[config.mk]
export PLATFORM = sky130hd
export DESIGN_NAME = txts_queue
export DESIGN_NICKNAME = d
export VERILOG_FILES = /design/src/rtl/txts_pkg.sv /design/src/rtl/txts_fifo.sv /design/src/rtl/txts_regs.sv /design/src/rtl/txts_queue.sv
export SDC_FILE = /design/constraint.sdc
export NUM_CORES = 1
export LEC_CHECK = 0
export ABC_AREA = 1
export BUFFER_PORTS_ARGS = -buffer_cell sky130_fd_sc_hd__buf_4
export CORE_ASPECT_RATIO = 1.25
export CORE_MARGIN = 4
export CORE_UTILIZATION = 40
export DETAILED_ROUTE_END_ITERATION = 10
export MAX_ROUTING_LAYER = met4
export PLACE_DENSITY = 0.52
export SYNTH_ARGS = -nofsm -noshare
export SYNTH_HDL_FRONTEND = slang
export SYNTH_HIERARCHICAL = 1
export SYNTH_SLANG_ARGS = --single-unit
[constraint.sdc]
create_clock -name clk -period 7.07 [get_ports clk]
set_input_delay 0 -clock clk [delete_from_list [all_inputs] [get_ports clk]]
set_output_delay 0 -clock clk [all_outputs]
set_load 0.1 [all_outputs]
[src/rtl/txts_pkg.sv]
// Shared register selection and bit placement for the timestamp queue.
package txts_pkg;
    typedef enum logic [1:0] {
        SEL_STATUS  = 2'd0,
        SEL_SECONDS = 2'd1,
        SEL_CYCLES  = 2'd2,
        SEL_IDENT   = 2'd3
    } sel_e;

    localparam int STAT_NE_BIT     = 0;
    localparam int STAT_OVF_BIT    = 1;
    localparam int STAT_CNT_LSB    = 8;
    localparam int IDENT_VALID_BIT = 31;
endpackage

[src/rtl/txts_fifo.sv]
// Descriptor store: circular buffer with a fill counter.
// Assumes: a push is accepted only below DEPTH entries; a pop is honoured only
// when non-empty; the head output is meaningful only while count is non-zero.
module txts_fifo #(
    parameter int W     = 81,
    parameter int DEPTH = 16,
    localparam int AW   = (DEPTH > 1) ? $clog2(DEPTH) : 1,
    localparam int CW   = $clog2(DEPTH + 1)
) (
    input  logic          clk,
    input  logic          rst_n,
    input  logic          push_req,
    input  logic [W-1:0]  din,
    input  logic          pop_req,
    output logic [W-1:0]  head,
    output logic [CW-1:0] count,
    output logic          drop
);
    logic [W-1:0]  mem [DEPTH];
    logic [AW-1:0] wr_ptr, rd_ptr;
    logic          push_ok, pop_ok;

    function automatic logic [AW-1:0] nxt(input logic [AW-1:0] p);
        return (p == AW'(DEPTH - 1)) ? '0 : p + 1'b1;
    endfunction

    assign push_ok = push_req && (count < CW'(DEPTH));
    assign pop_ok  = pop_req && (count != '0);
    assign drop    = push_req && !push_ok;
    assign head    = mem[rd_ptr];

    // Pointer and fill-count update
    always_ff @(posedge clk) begin
        if (!rst_n) begin
            wr_ptr <= '0;
            rd_ptr <= '0;
            count  <= '0;
        end else begin
            if (push_ok) wr_ptr <= nxt(wr_ptr);
            if (pop_ok)  rd_ptr <= nxt(rd_ptr);
            case ({push_ok, pop_ok})
                2'b10:   count <= count + 1'b1;
                2'b01:   count <= count - 1'b1;
                default: count <= count;
            endcase
        end
    end

    // Storage write, no reset needed
    always_ff @(posedge clk) begin
        if (push_ok) mem[wr_ptr] <= din;
    end
endmodule

[src/rtl/txts_regs.sv]
// Register front end: single-cycle acknowledge, read mux, pop request and the
// sticky overflow flag. Assumes the master drops its strobe after the ack.
module txts_regs
    import txts_pkg::*;
#(
    parameter int SEC_W = 32,
    parameter int CYC_W = 28,
    parameter int FID_W = 16,
    parameter int PID_W = 5,
    parameter int CW    = 5
) (
    input  logic             clk,
    input  logic             rst_n,
    input  logic             wb_cyc_i,
    input  logic             wb_stb_i,
    input  logic             wb_we_i,
    input  logic [1:0]       wb_adr_i,
    input  logic             clr_bit_i,
    input  logic [SEC_W-1:0] head_sec,
    input  logic [CYC_W-1:0] head_cyc,
    input  logic [FID_W-1:0] head_fid,
    input  logic [PID_W-1:0] head_pid,
    input  logic [CW-1:0]    count,
    input  logic             drop,
    output logic             pop_req,
    output logic             ovf,
    output logic [31:0]      wb_dat_o,
    output logic             wb_ack_o
);
    logic        req, nonempty;
    sel_e        sel;
    logic [31:0] rd_word;

    assign req      = wb_cyc_i && wb_stb_i && !wb_ack_o;
    assign sel      = sel_e'(wb_adr_i);
    assign nonempty = (count != '0);
    assign pop_req  = req && !wb_we_i && (sel == SEL_IDENT);

    // Read data selection for the addressed word
    always_comb begin
        rd_word = '0;
        case (sel)
            SEL_STATUS: begin
                rd_word[STAT_NE_BIT]            = nonempty;
                rd_word[STAT_OVF_BIT]           = ovf;
                rd_word[STAT_CNT_LSB +: CW]     = count;
            end
            SEL_SECONDS: if (nonempty) rd_word = 32'(head_sec);
            SEL_CYCLES:  if (nonempty) rd_word = 32'(head_cyc);
            SEL_IDENT: if (nonempty) begin
                rd_word[FID_W-1:0]             = head_fid;
                rd_word[FID_W +: PID_W]        = head_pid;
                rd_word[IDENT_VALID_BIT]       = 1'b1;
            end
            default: rd_word = '0;
        endcase
    end

    // Acknowledge and registered read data
    always_ff @(posedge clk) begin
        if (!rst_n) begin
            wb_ack_o <= 1'b0;
            wb_dat_o <= '0;
        end else begin
            wb_ack_o <= req;
            if (req) wb_dat_o <= wb_we_i ? '0 : rd_word;
        end
    end

    // Sticky overflow: a drop wins over a clearing write
    always_ff @(posedge clk) begin
        if (!rst_n)
            ovf <= 1'b0;
        else if (drop)
            ovf <= 1'b1;
        else if (req && wb_we_i && (sel == SEL_STATUS) && clr_bit_i)
            ovf <= 1'b0;
    end
endmodule

[src/rtl/txts_queue.sv]
// Top: packs incoming timestamp descriptors into the shared store and exposes
// them through the register front end; irq follows the non-empty state.
module txts_queue
    import txts_pkg::*;
#(
    parameter int SEC_W = 32,
    parameter int CYC_W = 28,
    parameter int FID_W = 16,
    parameter int PID_W = 5,
    parameter int DEPTH = 16,
    localparam int EW   = SEC_W + CYC_W + FID_W + PID_W,
    localparam int CW   = $clog2(DEPTH + 1)
) (
    input  logic             clk,
    input  logic             rst_n,
    input  logic             ts_stb_i,
    input  logic [SEC_W-1:0] ts_sec_i,
    input  logic [CYC_W-1:0] ts_cyc_i,
    input  logic [FID_W-1:0] ts_fid_i,
    input  logic [PID_W-1:0] ts_pid_i,
    input  logic             wb_cyc_i,
    input  logic             wb_stb_i,
    input  logic             wb_we_i,
    input  logic [1:0]       wb_adr_i,
    input  logic [31:0]      wb_dat_i,
    output logic [31:0]      wb_dat_o,
    output logic             wb_ack_o,
    output logic             irq_o
);
    logic [EW-1:0] head;
    logic [CW-1:0] count;
    logic          drop, pop_req, ovf;
    logic          unused_dat;

    assign unused_dat = ^{wb_dat_i[31:STAT_OVF_BIT+1], wb_dat_i[STAT_OVF_BIT-1:0]};
    assign irq_o      = (count != '0);

    txts_fifo #(.W(EW), .DEPTH(DEPTH)) u_store (
        .clk      (clk),
        .rst_n    (rst_n),
        .push_req (ts_stb_i),
        .din      ({ts_pid_i, ts_fid_i, ts_cyc_i, ts_sec_i}),
        .pop_req  (pop_req),
        .head     (head),
        .count    (count),
        .drop     (drop)
    );

    txts_regs #(
        .SEC_W(SEC_W), .CYC_W(CYC_W), .FID_W(FID_W), .PID_W(PID_W), .CW(CW)
    ) u_regs (
        .clk       (clk),
        .rst_n     (rst_n),
        .wb_cyc_i  (wb_cyc_i),
        .wb_stb_i  (wb_stb_i),
        .wb_we_i   (wb_we_i),
        .wb_adr_i  (wb_adr_i),
        .clr_bit_i (wb_dat_i[STAT_OVF_BIT]),
        .head_sec  (head[SEC_W-1:0]),
        .head_cyc  (head[SEC_W +: CYC_W]),
        .head_fid  (head[SEC_W+CYC_W +: FID_W]),
        .head_pid  (head[SEC_W+CYC_W+FID_W +: PID_W]),
        .count     (count),
        .drop      (drop),
        .pop_req   (pop_req),
        .ovf       (ovf),
        .wb_dat_o  (wb_dat_o),
        .wb_ack_o  (wb_ack_o)
    );
endmodule

---- Word level (Yosys, flattened, before mapping) ----
Memory sizes are Yosys's and may differ from the RTL's. A register that Yosys moved wholly into a read port is not among the register bits.
Cells that the tools add are included.
cells by class
  add/subtract/negate cells ............... 4
  $lt $le $gt $ge ......................... 1
  equal/unequal tests ..................... 7
  mux-type cells .......................... 20
  reduce and logical (&&, ||, !) cells .... 17
operator list
  cell                 count
  $mux 32              2
  $mux 28              1
  $pmux 8 s3           1
  $mux 21              1
  $pmux 10 s2          1
  $pmux 5 s4           1
  $pmux 6 s3           1
  $mux 4               4
  $logic_and 1x1->1    10
  $pmux 5 s2           1
  $add 4x1->4 const B  2
  $eq 4x4->1 const B   2
  $pmux 2 s4           1
  $eq 2x2->1 const B   3
  $add 5x1->5 const B  1
  $lt 5x5->1 const B   1
  $mux 1               5
  $reduce_bool 5->1    1
  $sub 5x1->5 const B  1
  $eq 2x1->1 const B   2
  $reduce_bool 2->1    2
  $logic_not 1->1      3
  $pmux 1 s3           1
  $logic_not 2->1      1
storage, ports and cells
  register bits after elaboration ......... 47
  memory bits (writable) .................. 1296
  bits of input ports ..................... 121
  word-level logic and storage cells ...... 56
  memories kept ........................... 1
memory list
  memory       words  width  rd ports  clocked after Yosys merged registers in  write ports  line             RTL
  u_store.mem  16     81     1         1                                        1            txts_fifo.sv:19  logic [W-1:0] mem [DEPTH];

---- Longest topological paths before layout ----
Gate-level depths: netlist of the first run.
  depth after elaboration ................. 7
  gate-level depth with buffers ........... 18
  depth with buffers taken out ............ 18

---- Modules after synthesis ----
The synthesis of the first run kept the hierarchy.
by module, submodules not included
  module      instances  cells an instance  area an instance (um^2)  sequential area each (um^2)
  txts_fifo   1          4220               54131.9                  39257.7
  txts_regs   1          324                2093.3                   680.7
  txts_queue  1          4                  16.3                     0.0

---- Worst setup path after synthesis of the first run ----
OpenSTA, ideal clock, no wires.
  path kind ............................... flip-flop to flip-flop
  start point ............................. reg u_store.count[4]
  end point ............................... mem u_store.mem[0][0], enable pin
  setup time .............................. 0.521 ns
  arrival ................................. 4.182 ns
  required time ........................... 6.549 ns
  slack ................................... 2.367 ns
  cell stages (with the launch flop) ...... 6
  period minus slack after synthesis ...... 4.703 ns
  cells stage by stage .................... dfxtp_1 -> inv_1 -> nand2_1 -> inv_1 -> nand2_1 -> nor2_1
on the way
  longest elaborated chain between the ends .. 4
RTL lines
  item                          line             RTL
  start, declared               txts_fifo.sv:16  output logic [CW-1:0] count,
  start signal, assigned        txts_fifo.sv:42  2'b10: count <= count + 1'b1;
  start signal, assigned        txts_fifo.sv:43  2'b01: count <= count - 1'b1;
  start signal, assigned        txts_fifo.sv:44  default: count <= count;
  $lt 5x5->1                    txts_fifo.sv:27  assign push_ok = push_req && (count < CW'(DEPTH));
  $logic_and 1x1->1             txts_fifo.sv:27
  $mux 1                        txts_fifo.sv:51  if (push_ok) mem[wr_ptr] <= din;
  $mux 1 (implied by the code)  txts_fifo.sv:51
  end, declared                 txts_fifo.sv:19
No other way between the ends.

---- Final worst setup path of the first run ----
  start point ............................. reg u_store.count[4]
  end point ............................... mem u_store.mem[2][26], enable pin
Same word-level chain as after synthesis.

==> impl_results.md, run 1 <==
* Status: completed
* Worst-path clk slew at 0.06 ns
* Crit path kind: reg -> reg
* Fin crit period at 3.379 ns
* Setup TNS at 0 ns
* Final WL at 144200 µm
* DP HPWL at 73790 µm
* Cell-internal power at 13.01 mW
* Via-to-Cell Ratio at 5.137
* Relative slew slack at a little over a quarter
* Synthesized flop and latch total at ~1.3k
* Sequential share of power at 53.6%
* EDFF count, synth at between 1k and 1.5k
* Filler cell count at 12.69k
* Yosys top cell by area: edfxtp_1
* Final hold viol count at 0
* Gate Count Post-Synth at 4548
* Fin area at 0.06380 mm²
* Largest net degree at the start of global routing at 238
* IO buf count at 123
* Gr ovfl total at 0
* Placed Area at ~0.059 mm²
* Gpl congestion at 0.7581
* Total power at 16.58 mW
* Vias at 34.23k
* Post-DRT Antenna Nets at 0
* DRC Markers at 0
* Area share of the largest cell type after synthesis at approximately 69%
* Final hold slack at 0.08212 ns
* CTS tree: yes
* Count leader, synth: edfxtp_1
* NetSw at 3.570 mW
* Combinational power share at 4.6%
* CP arrival at 3.75 ns
* Worst r2r path cells at 7
* Starting Density at 40.36%
* Element type at the critical path start: flop
* Setup repair bufs after CTS at 0
* Clk_skew at 0.01737 ns
* Hold depth at 2
* Hold WC Path Type: in -> reg
* Final worst setup slack at 3.691 ns
* Area of the multi-input gates at 0.01210 mm²
* Slew Limit Fails at 0
* Vias in the first global route at between 30k and 40k
* Synth unique cells at 32
* Global Route Usage Sum at 20.07%
* FMAX at 296.0 MHz
* Horiz. Die Dim at 343.4 µm
* Share of cells above drive strength 1 at 11.38%
* CORE AREA at ~0.14 mm²
* Initial antenna violation count at 19
* YS warnings at 6
* Row Count at 153
* Register Area at 0.03995 mm²
* Final Cycle Share at 47.79%
* RSZ-0062 raised after global routing: no
* Largest cells by area after synthesis: edfxtp_1 69%, nand3_1 4.7%, inv_1 4.6%
* DIE AREA at 0.1467 mm²
* Leakage Power at 22.02 nW
* 1st-pass router iterations at 5
* Primary FF master, synth: edfxtp_1
* Worst slack at placement at 3.675 ns
* Met2 Resource Use GR at 31.04%
* Met1 GRT Util at between 20% and 30%
* Io pins at approximately 160
* Final Util at 45.78%
* Synth-to-layout area growth at 13.44%
* Global-route wire length before repair at 211200 µm
* H-Tree Depth at 4
* Wire per inst at 21.64 µm
* Global routing's busiest layer: met2
* Initial DRC count at 2924
* Die H at approximately 430 µm
* Worst vdd ir at about 0.00019 V
* Top cells by count, synth: 1296 x edfxtp_1, 692 x inv_1, 579 x nand2_1
* Nets at around 4.8k
* Worst slew pin tran at 1.103 ns
* Avg Inst Size Synth at 12.37 µm²
* Power per Cell Area at 259.8 mW/mm²
* Synth Cell Area at 0.05624 mm²
* Switch share at between 20% and 30%
* Sequential-to-total area share from yosys stat at 71.01%
* Clock share of power at 41.8%
* Clock Latency Late Sink at 0.76 ns
* CTS root buffer: clkbuf_16
* Met3 usage at 4.240%
* Syn nets at 4683
* Worst hold start: ts_cyc_i[4]
* Worst Setup End Kind: flop
* Synth async-reset ratio at 0%
* CTS max path bufs at 3
* DP Cell Count at 6309
* Final std cells w/o fill at 6664
* Max_cap viols at 0
* CP max FO at 42
* CTS sink count at 1347
* R2r startpoint: u_store/count[4]$_SDFFE_PN0P_
* Post_cts resized at 0
* CP Launch Point: u_store/count[4]$_SDFFE_PN0P_
* Final setup viols at 0
* CTS buffer count at 139
* Critical Path RT at 7.44 ns
[routing by layer]
metal / vias up / part of all wire [%]
met5: - / 0
met3: 204 / 6.4
met2: 886 / 46
li1: 16340 / -
met1: 16810 / 45
met4: 0 / 2.7
[cell families (layout without fill, tap and decap cells)]
kind of cell             count (synthesis)  count (layout)  share of synthesized area [%]
adder cells (fa/ha/maj)                 14              14                         0.3115
AO/OA/AOI/OAI                         1025            1025                          11.66
AND/OR/NAND/NOR                       1176            1176                          9.259
buffers and inverters                  982            1224                          7.693
flip-flops                            1347            1347                          71.01
XOR/XNOR                                 4               4                        0.06230
other                                    0              14                              0
[repair_timing]
action / 4_1_cts / 5_1_grt
hold buffers: 93 / 0
setup endpoints to repair: 0 / 0
endpoints found under the hold margin: 1347 / 0
[power groups by stage]
stage | Clock (mW) | Combinational, mW | Sequential, mW
2_1_floorplan | 0 | 0.358 | 9.09
4_1_cts | 7.11 | 0.771 | 8.89
6_report | 6.92 | 0.760 | 8.89
5_1_grt | 7.42 | 0.839 | 8.90
3_5_place_dp | 0 | 0.719 | 9.06
3_3_place_gp | 0 | 0.711 | 9.06
[final cells by class]
cell class	instances	area share, %
Clock buffer	190	6.130
Clock inverter	58	0.5805
Sequential cell	1347	62.62
Antenna cell	14	0.05491
Tap cell	1860	3.648
Multi-Input combinational cell	2219	18.97
Timing Repair Buffer	281	3.887
Inverter	695	4.108
[worst paths after layout]
check | slack (ns) | to
min | 0.08 | u_store/mem[7][36]$_DFFE_PP_
max | 3.69 | u_store/mem[2][26]$_DFFE_PP_
min reg2reg | 0.47 | u_regs/wb_dat_o[13]$_SDFFE_PN0N_
max reg2reg | 3.69 | u_store/mem[2][26]$_DFFE_PP_
[cells in the final DEF (no fill, tap or decap), drive strengths merged, types with 3 or more instances in the layout]
| cell | synthesis | layout |
|---|---|---|
| clkinvlp | 0 | 6 |
| nand2 | 580 | 580 |
| o211ai | 324 | 324 |
| inv | 694 | 698 |
| ha | 14 | 14 |
| diode | 0 | 14 |
| xor2 | 3 | 3 |
| edfxtp | 1296 | 1296 |
| nand3 | 544 | 544 |
| buf | 215 | 188 |
| a21oi | 366 | 366 |
| clkinv | 1 | 47 |
| clkbuf | 72 | 190 |
| dlygate4sd3 | 0 | 93 |
| nor2 | 48 | 48 |
| o21ai | 333 | 333 |
| dfxtp | 51 | 51 |
[registers in the layout (all words and copies together) (netlist names), named ones only]
| name | flops |
|---|---|
| u_regs/ovf | 1 |
| u_store/mem | 1296 |
| u_store/rd_ptr | 4 |
| u_regs/wb_dat_o | 32 |
| u_store/count | 5 |
| u_store/wr_ptr | 4 |
| u_regs/wb_ack_o | 1 |
[worst max-delay path, cell delays in order (launching register included)]
cell and delay [ns]:
dfxtp_1 0.39, inv_1 0.10, nand2_1 0.21, inv_1 0.20
nand2_1 0.28, nor2_4 0.15, buf_4 0.72, buf_4 0.81
Note: power is estimated with default switching activity, not from simulation.
==> run 2: changes to the inputs <==
--- a/config.mk
+++ b/config.mk
@@ -5,7 +5,7 @@
 export SDC_FILE = /design/constraint.sdc
 export NUM_CORES = 1
 export LEC_CHECK = 0
-export ABC_AREA = 1
+export ABC_AREA = 0
 export BUFFER_PORTS_ARGS = -buffer_cell sky130_fd_sc_hd__buf_4
 export CORE_ASPECT_RATIO = 1.25
 export CORE_MARGIN = 4
==> constraint.sdc (replaced) <==
create_clock -name clk -period 3.4 [get_ports clk]
set_input_delay 0 -clock clk [delete_from_list [all_inputs] [get_ports clk]]
set_output_delay 0 -clock clk [all_outputs]
set_load 0.1 [all_outputs]
==> run 2 against run 1 <==
- highest routed layer unchanged
- clock skew up 0.016 ns
- sequential power up 110%
- sequential share of layout area up 3.5 points
- core utilization up 1.9 points
- first-iteration DRC count down 12%
==> impl_results.md, run 2 <==
* Synth Cell Area at 0.05099 mm² (was 0.05624 mm²)
* Syn nets at 2388 (was 4683)
* Power per Cell Area at 575.3 mW/mm² (was 259.8 mW/mm²)
* CORE AREA at 0.1266 mm² (was 0.1394 mm²)
* EDFF count, synth at 1296 (unchanged)
* Vias in the first global route at 26.20k (was 32.10k)
* Synth async-reset ratio at 0% (unchanged)
* CP Launch Point: u_store/count[3]$_SDFFE_PN0P_ (was u_store/count[4]$_SDFFE_PN0P_)
* Largest net degree at the start of global routing at 82 (was 238)
* Gate Count Post-Synth at 2253 (was 4548)
* Top cells by count, synth: 1296 x edfxtp_1, 324 x mux4_2, 164 x a22oi_1 (was 1296 x edfxtp_1, 692 x inv_1, 579 x nand2_1)
* Switch share at 20.73% (was 21.54%)
* Relative slew slack at 26.96% (was 26.30%)
* Element type at the critical path start: flop (unchanged)
* Avg Inst Size Synth at 22.63 µm² (was 12.37 µm²)
* IO buf count at 123 (unchanged)
* Starting Density at 40.27% (was 40.36%)
* Slew Limit Fails at 0 (unchanged)
* Max FFs per register at 1296 (unchanged)
* Worst Setup End Kind: flop (unchanged)
* Most common cell after layout, fill and taps aside: edfxtp_1 (unchanged)
* Count leader, synth: edfxtp_1 (unchanged)
* YS warnings at 6 (unchanged)
* Row Count at 146 (was 153)
* Wire per inst at 30.59 µm (was 21.64 µm)
* Critical Path RT at 4.09 ns (was 7.44 ns)
* Clock share of power at 42.5% (was 41.8%)
* Final worst setup slack at 0.2635 ns (was 3.691 ns)
* NetSw at 7.204 mW (was 3.570 mW)
* Final WL at 135000 µm (was 144200 µm)
* Initial antenna violation count at 15 (was 19)
* Sequential-to-total area share from yosys stat at 78.33% (was 71.01%)
* Gr ovfl total at 0 (unchanged)
* Via-to-Cell Ratio at 5.672 (was 5.137)
* Crit path kind: reg -> reg (unchanged)
* Largest cells by area after synthesis: edfxtp_1 76%, mux4_2 14%, a22oi_1 2.4% (was edfxtp_1 69%, nand3_1 4.7%, inv_1 4.6%)
* Share of cells above drive strength 1 at 29.04% (was 11.38%)
* Worst slack at placement at 0.3501 ns (was 3.675 ns)
* CTS root buffer: clkbuf_16 (unchanged)
* Worst slew pin tran at 1.092 ns (was 1.103 ns)
* Max_cap viols at 0 (unchanged)
* Sequential share of power at 53.0% (was 53.6%)
* Worst hold start: ts_sec_i[31] (was ts_cyc_i[4])
* Most frequent cells in the layout: 1296 x edfxtp_1, 324 x mux4_2, 184 x buf_4, 164 x a22oi_1, 144 x clkbuf_16 (was 1296 x edfxtp_1, 692 x inv_1, 579 x nand2_1, 532 x nand3_1, 356 x a21oi_1)
* Worst vdd ir at 0.0003542 V (was 0.0001945 V)
* Clk_skew at 0.03363 ns (was 0.01737 ns)
* CP arrival at 3.82 ns (was 3.75 ns)
* Setup repair bufs after CTS at 0 (unchanged)
* Cell-internal power at 27.56 mW (was 13.01 mW)
* Gpl congestion at 0.7643 (was 0.7581)
* Synth unique cells at 57 (was 32)
* CTS max path bufs at 3 (unchanged)
* Critical Path Most Common Cell: ha_1
* Synth-to-layout area growth at 18.51% (was 13.44%)
* Fin crit period at 3.136 ns (was 3.379 ns)
* Horiz. Die Dim at 327.3 µm (was 343.4 µm)
* RSZ-0062 raised after global routing: no (unchanged)
* 1st-pass router iterations at 8 (was 5)
* Die H at 407.2 µm (was 427.2 µm)
* Synthesized flop and latch total at 1347 (unchanged)
* Post_cts resized at 0 (unchanged)
* Combinational power share at 4.4% (was 4.6%)
* DIE AREA at 0.1333 mm² (was 0.1467 mm²)
* Leakage Power at 18.91 nW (was 22.02 nW)
* Clock Latency Late Sink at 0.77 ns (was 0.76 ns)
* Worst R2R End: u_store/count[4]$_SDFFE_PN0P_ (was u_store/mem[2][26]$_DFFE_PP_)
* Initial DRC count at 2575 (was 2924)
* Final Cycle Share at 92.25% (was 47.79%)
* Global-route wire length before repair at 192200 µm (was 211200 µm)
* R2r startpoint: u_store/count[3]$_SDFFE_PN0P_ (was u_store/count[4]$_SDFFE_PN0P_)
* Final hold slack at 0.09215 ns (was 0.08212 ns)
* Global Route Usage Sum at 20.85% (was 20.07%)
* DRC Markers at 0 (unchanged)
* Vias at 25.03k (was 34.23k)
* R2r setup slk at 0.26 ns (was 3.69 ns)
* Total power at 34.76 mW (was 16.58 mW)
* Worst r2r path cells at 10 (was 7)
* WHS Endpoint: u_store/mem[13][31]$_DFFE_PP_ (was u_store/mem[7][36]$_DFFE_PP_)
* Primary FF master, synth: edfxtp_1 (unchanged)
* DP HPWL at 75980 µm (was 73790 µm)
* CTS buffer count at 137 (was 139)
* Final setup viols at 0 (unchanged)
* FMAX at 318.8 MHz (was 296.0 MHz)
* Slowest cell on the critical path: or4_1 (was buf_4)
* Critical-path cell list: or4_1 -> o21ai_1 -> inv_2 -> ha_1 -> xor2_1 -> ha_1 -> a21oi_1 -> a221oi_1 -> or4b_1 -> nand4_1 (was inv_1 -> nand2_1 -> inv_1 -> nand2_1 -> nor2_4 -> buf_4 -> buf_4)
* Crit-path max cell delay at 0.55 ns (was 0.81 ns)
* Yosys top cell by area: edfxtp_1 (unchanged)
* Nets at 2728 (was 4818)
* Final hold viol count at 0 (unchanged)
* CP max FO at 9 (was 42)
* Io pins at 155 (unchanged)
* CTS sink count at 1347 (unchanged)
* Status: completed (unchanged)
* Area share of the largest cell type after synthesis at 76.33% (was 69.20%)
* Reg with most FFs: u_store/mem (unchanged)
* Hold WC Path Type: in -> reg (unchanged)
* Hold depth at 2 (unchanged)
* CTS Hold Bufs at 93 (unchanged)
* Post-DRT Antenna Nets at 0 (unchanged)
* Worst-path clk slew at 0.06 ns (about the same)
* H-Tree Depth at 4 (unchanged)
* Top flop regs: u_store/mem x1296, u_regs/wb_dat_o x32, u_store/count x5 (unchanged)
* CTS tree: yes (unchanged)
## run 2: changes by cell type after synthesis, moves of 20 or more
cell and delta:
nand2_1 -482, o211ai_1 -207, buf_2 -85, a21oi_1 -350, buf_6 -37, a222oi_1 +20, mux4_2 +324, a22oi_1 +164
inv_1 -686, o21ai_0 -327, nand3_1 -527, o211ai_2 -114, nor2_1 -26
## run 2: area by class of cell
class,count,area (µm²)
timing repair buffer,329,3353
tap,1702,2130
clock buffer,184,3804
multi-input combinational,769,10520
sequential,1347,39950
clock inverter,65,618.1
antenna,8,20.02
fill,10330,66170
inverter,9,33.78
## run 2: worst max-delay path by stage
stage               slack (ns)                              end  cells past startpoint
detailed placement        0.35  u_regs/wb_dat_o[9]$_SDFFE_PN0N_                      6
finish                    0.26    u_store/count[4]$_SDFFE_PN0P_                     10
floorplan                -1.16      u_store/mem[1][0]$_DFFE_PP_                      4
CTS                       0.32  u_regs/wb_dat_o[9]$_SDFFE_PN0N_                      6
global route              0.11  u_regs/wb_dat_o[9]$_SDFFE_PN0N_                      6
global placement          0.29  u_regs/wb_dat_o[9]$_SDFFE_PN0N_                      6
## run 2: power by group through the flow
stage / logic (mW) / registers, mW / clock network [mW]
6_report: 1.53 / 18.4 / 14.8
5_1_grt: 1.64 / 18.4 / 15.9
4_1_cts: 1.56 / 18.4 / 15.2
3_5_place_dp: 1.45 / 18.8 / 0
3_3_place_gp: 1.41 / 18.8 / 0
2_1_floorplan: 0.632 / 18.9 / 0
## run 2: metal layers
| layer | part of all wire, % | global-route usage, % |
|---|---|---|
| met4 | 2.2 | 5.120 |
| met1 | 42 | 27.51 |
| met5 | 0 | - |
| met3 | 6.2 | 4.149 |
| met2 | 50 | 33.67 |
## run 2: critical path: cells and delay by family (launching register included)
family	cells	cell delay, ns
adder cells (fa/ha/maj)	2	0.53
XOR/XNOR	1	0.19
AO/OA/AOI/OAI	3	0.70
AND/OR/NAND/NOR	3	1.16
flip-flops	1	0.39
buffers and inverters	1	0.11
## run 2: cells by family (layout without fill, tap and decap cells)
group                    after synthesis  after routing  synth area share, %
AO/OA/AOI/OAI                        251            251                3.865
XOR/XNOR                               5              5              0.08589
adder cells (fa/ha/maj)               14             14               0.3436
buffers and inverters                137            587                1.362
flip-flops                          1347           1347                78.33
multiplexers                         330            330                14.43
other                                  0              8                    0
AND/OR/NAND/NOR                      169            169                1.580
## run 2: per-stage QoR
step | cells | setup TNS, ns | utilization, % | instance area (µm²)
after floorplan | 2253 | -338.08 | - | 51070
after global placement | 4063 | 0 | 43.49 | 55050
after detailed placement | 4063 | 0 | 43.49 | 55050
after CTS | 4405 | 0 | 47.71 | 60400
after global routing | 4411 | 0 | 47.73 | 60420
final | 4413 | 0 | 47.73 | 60420
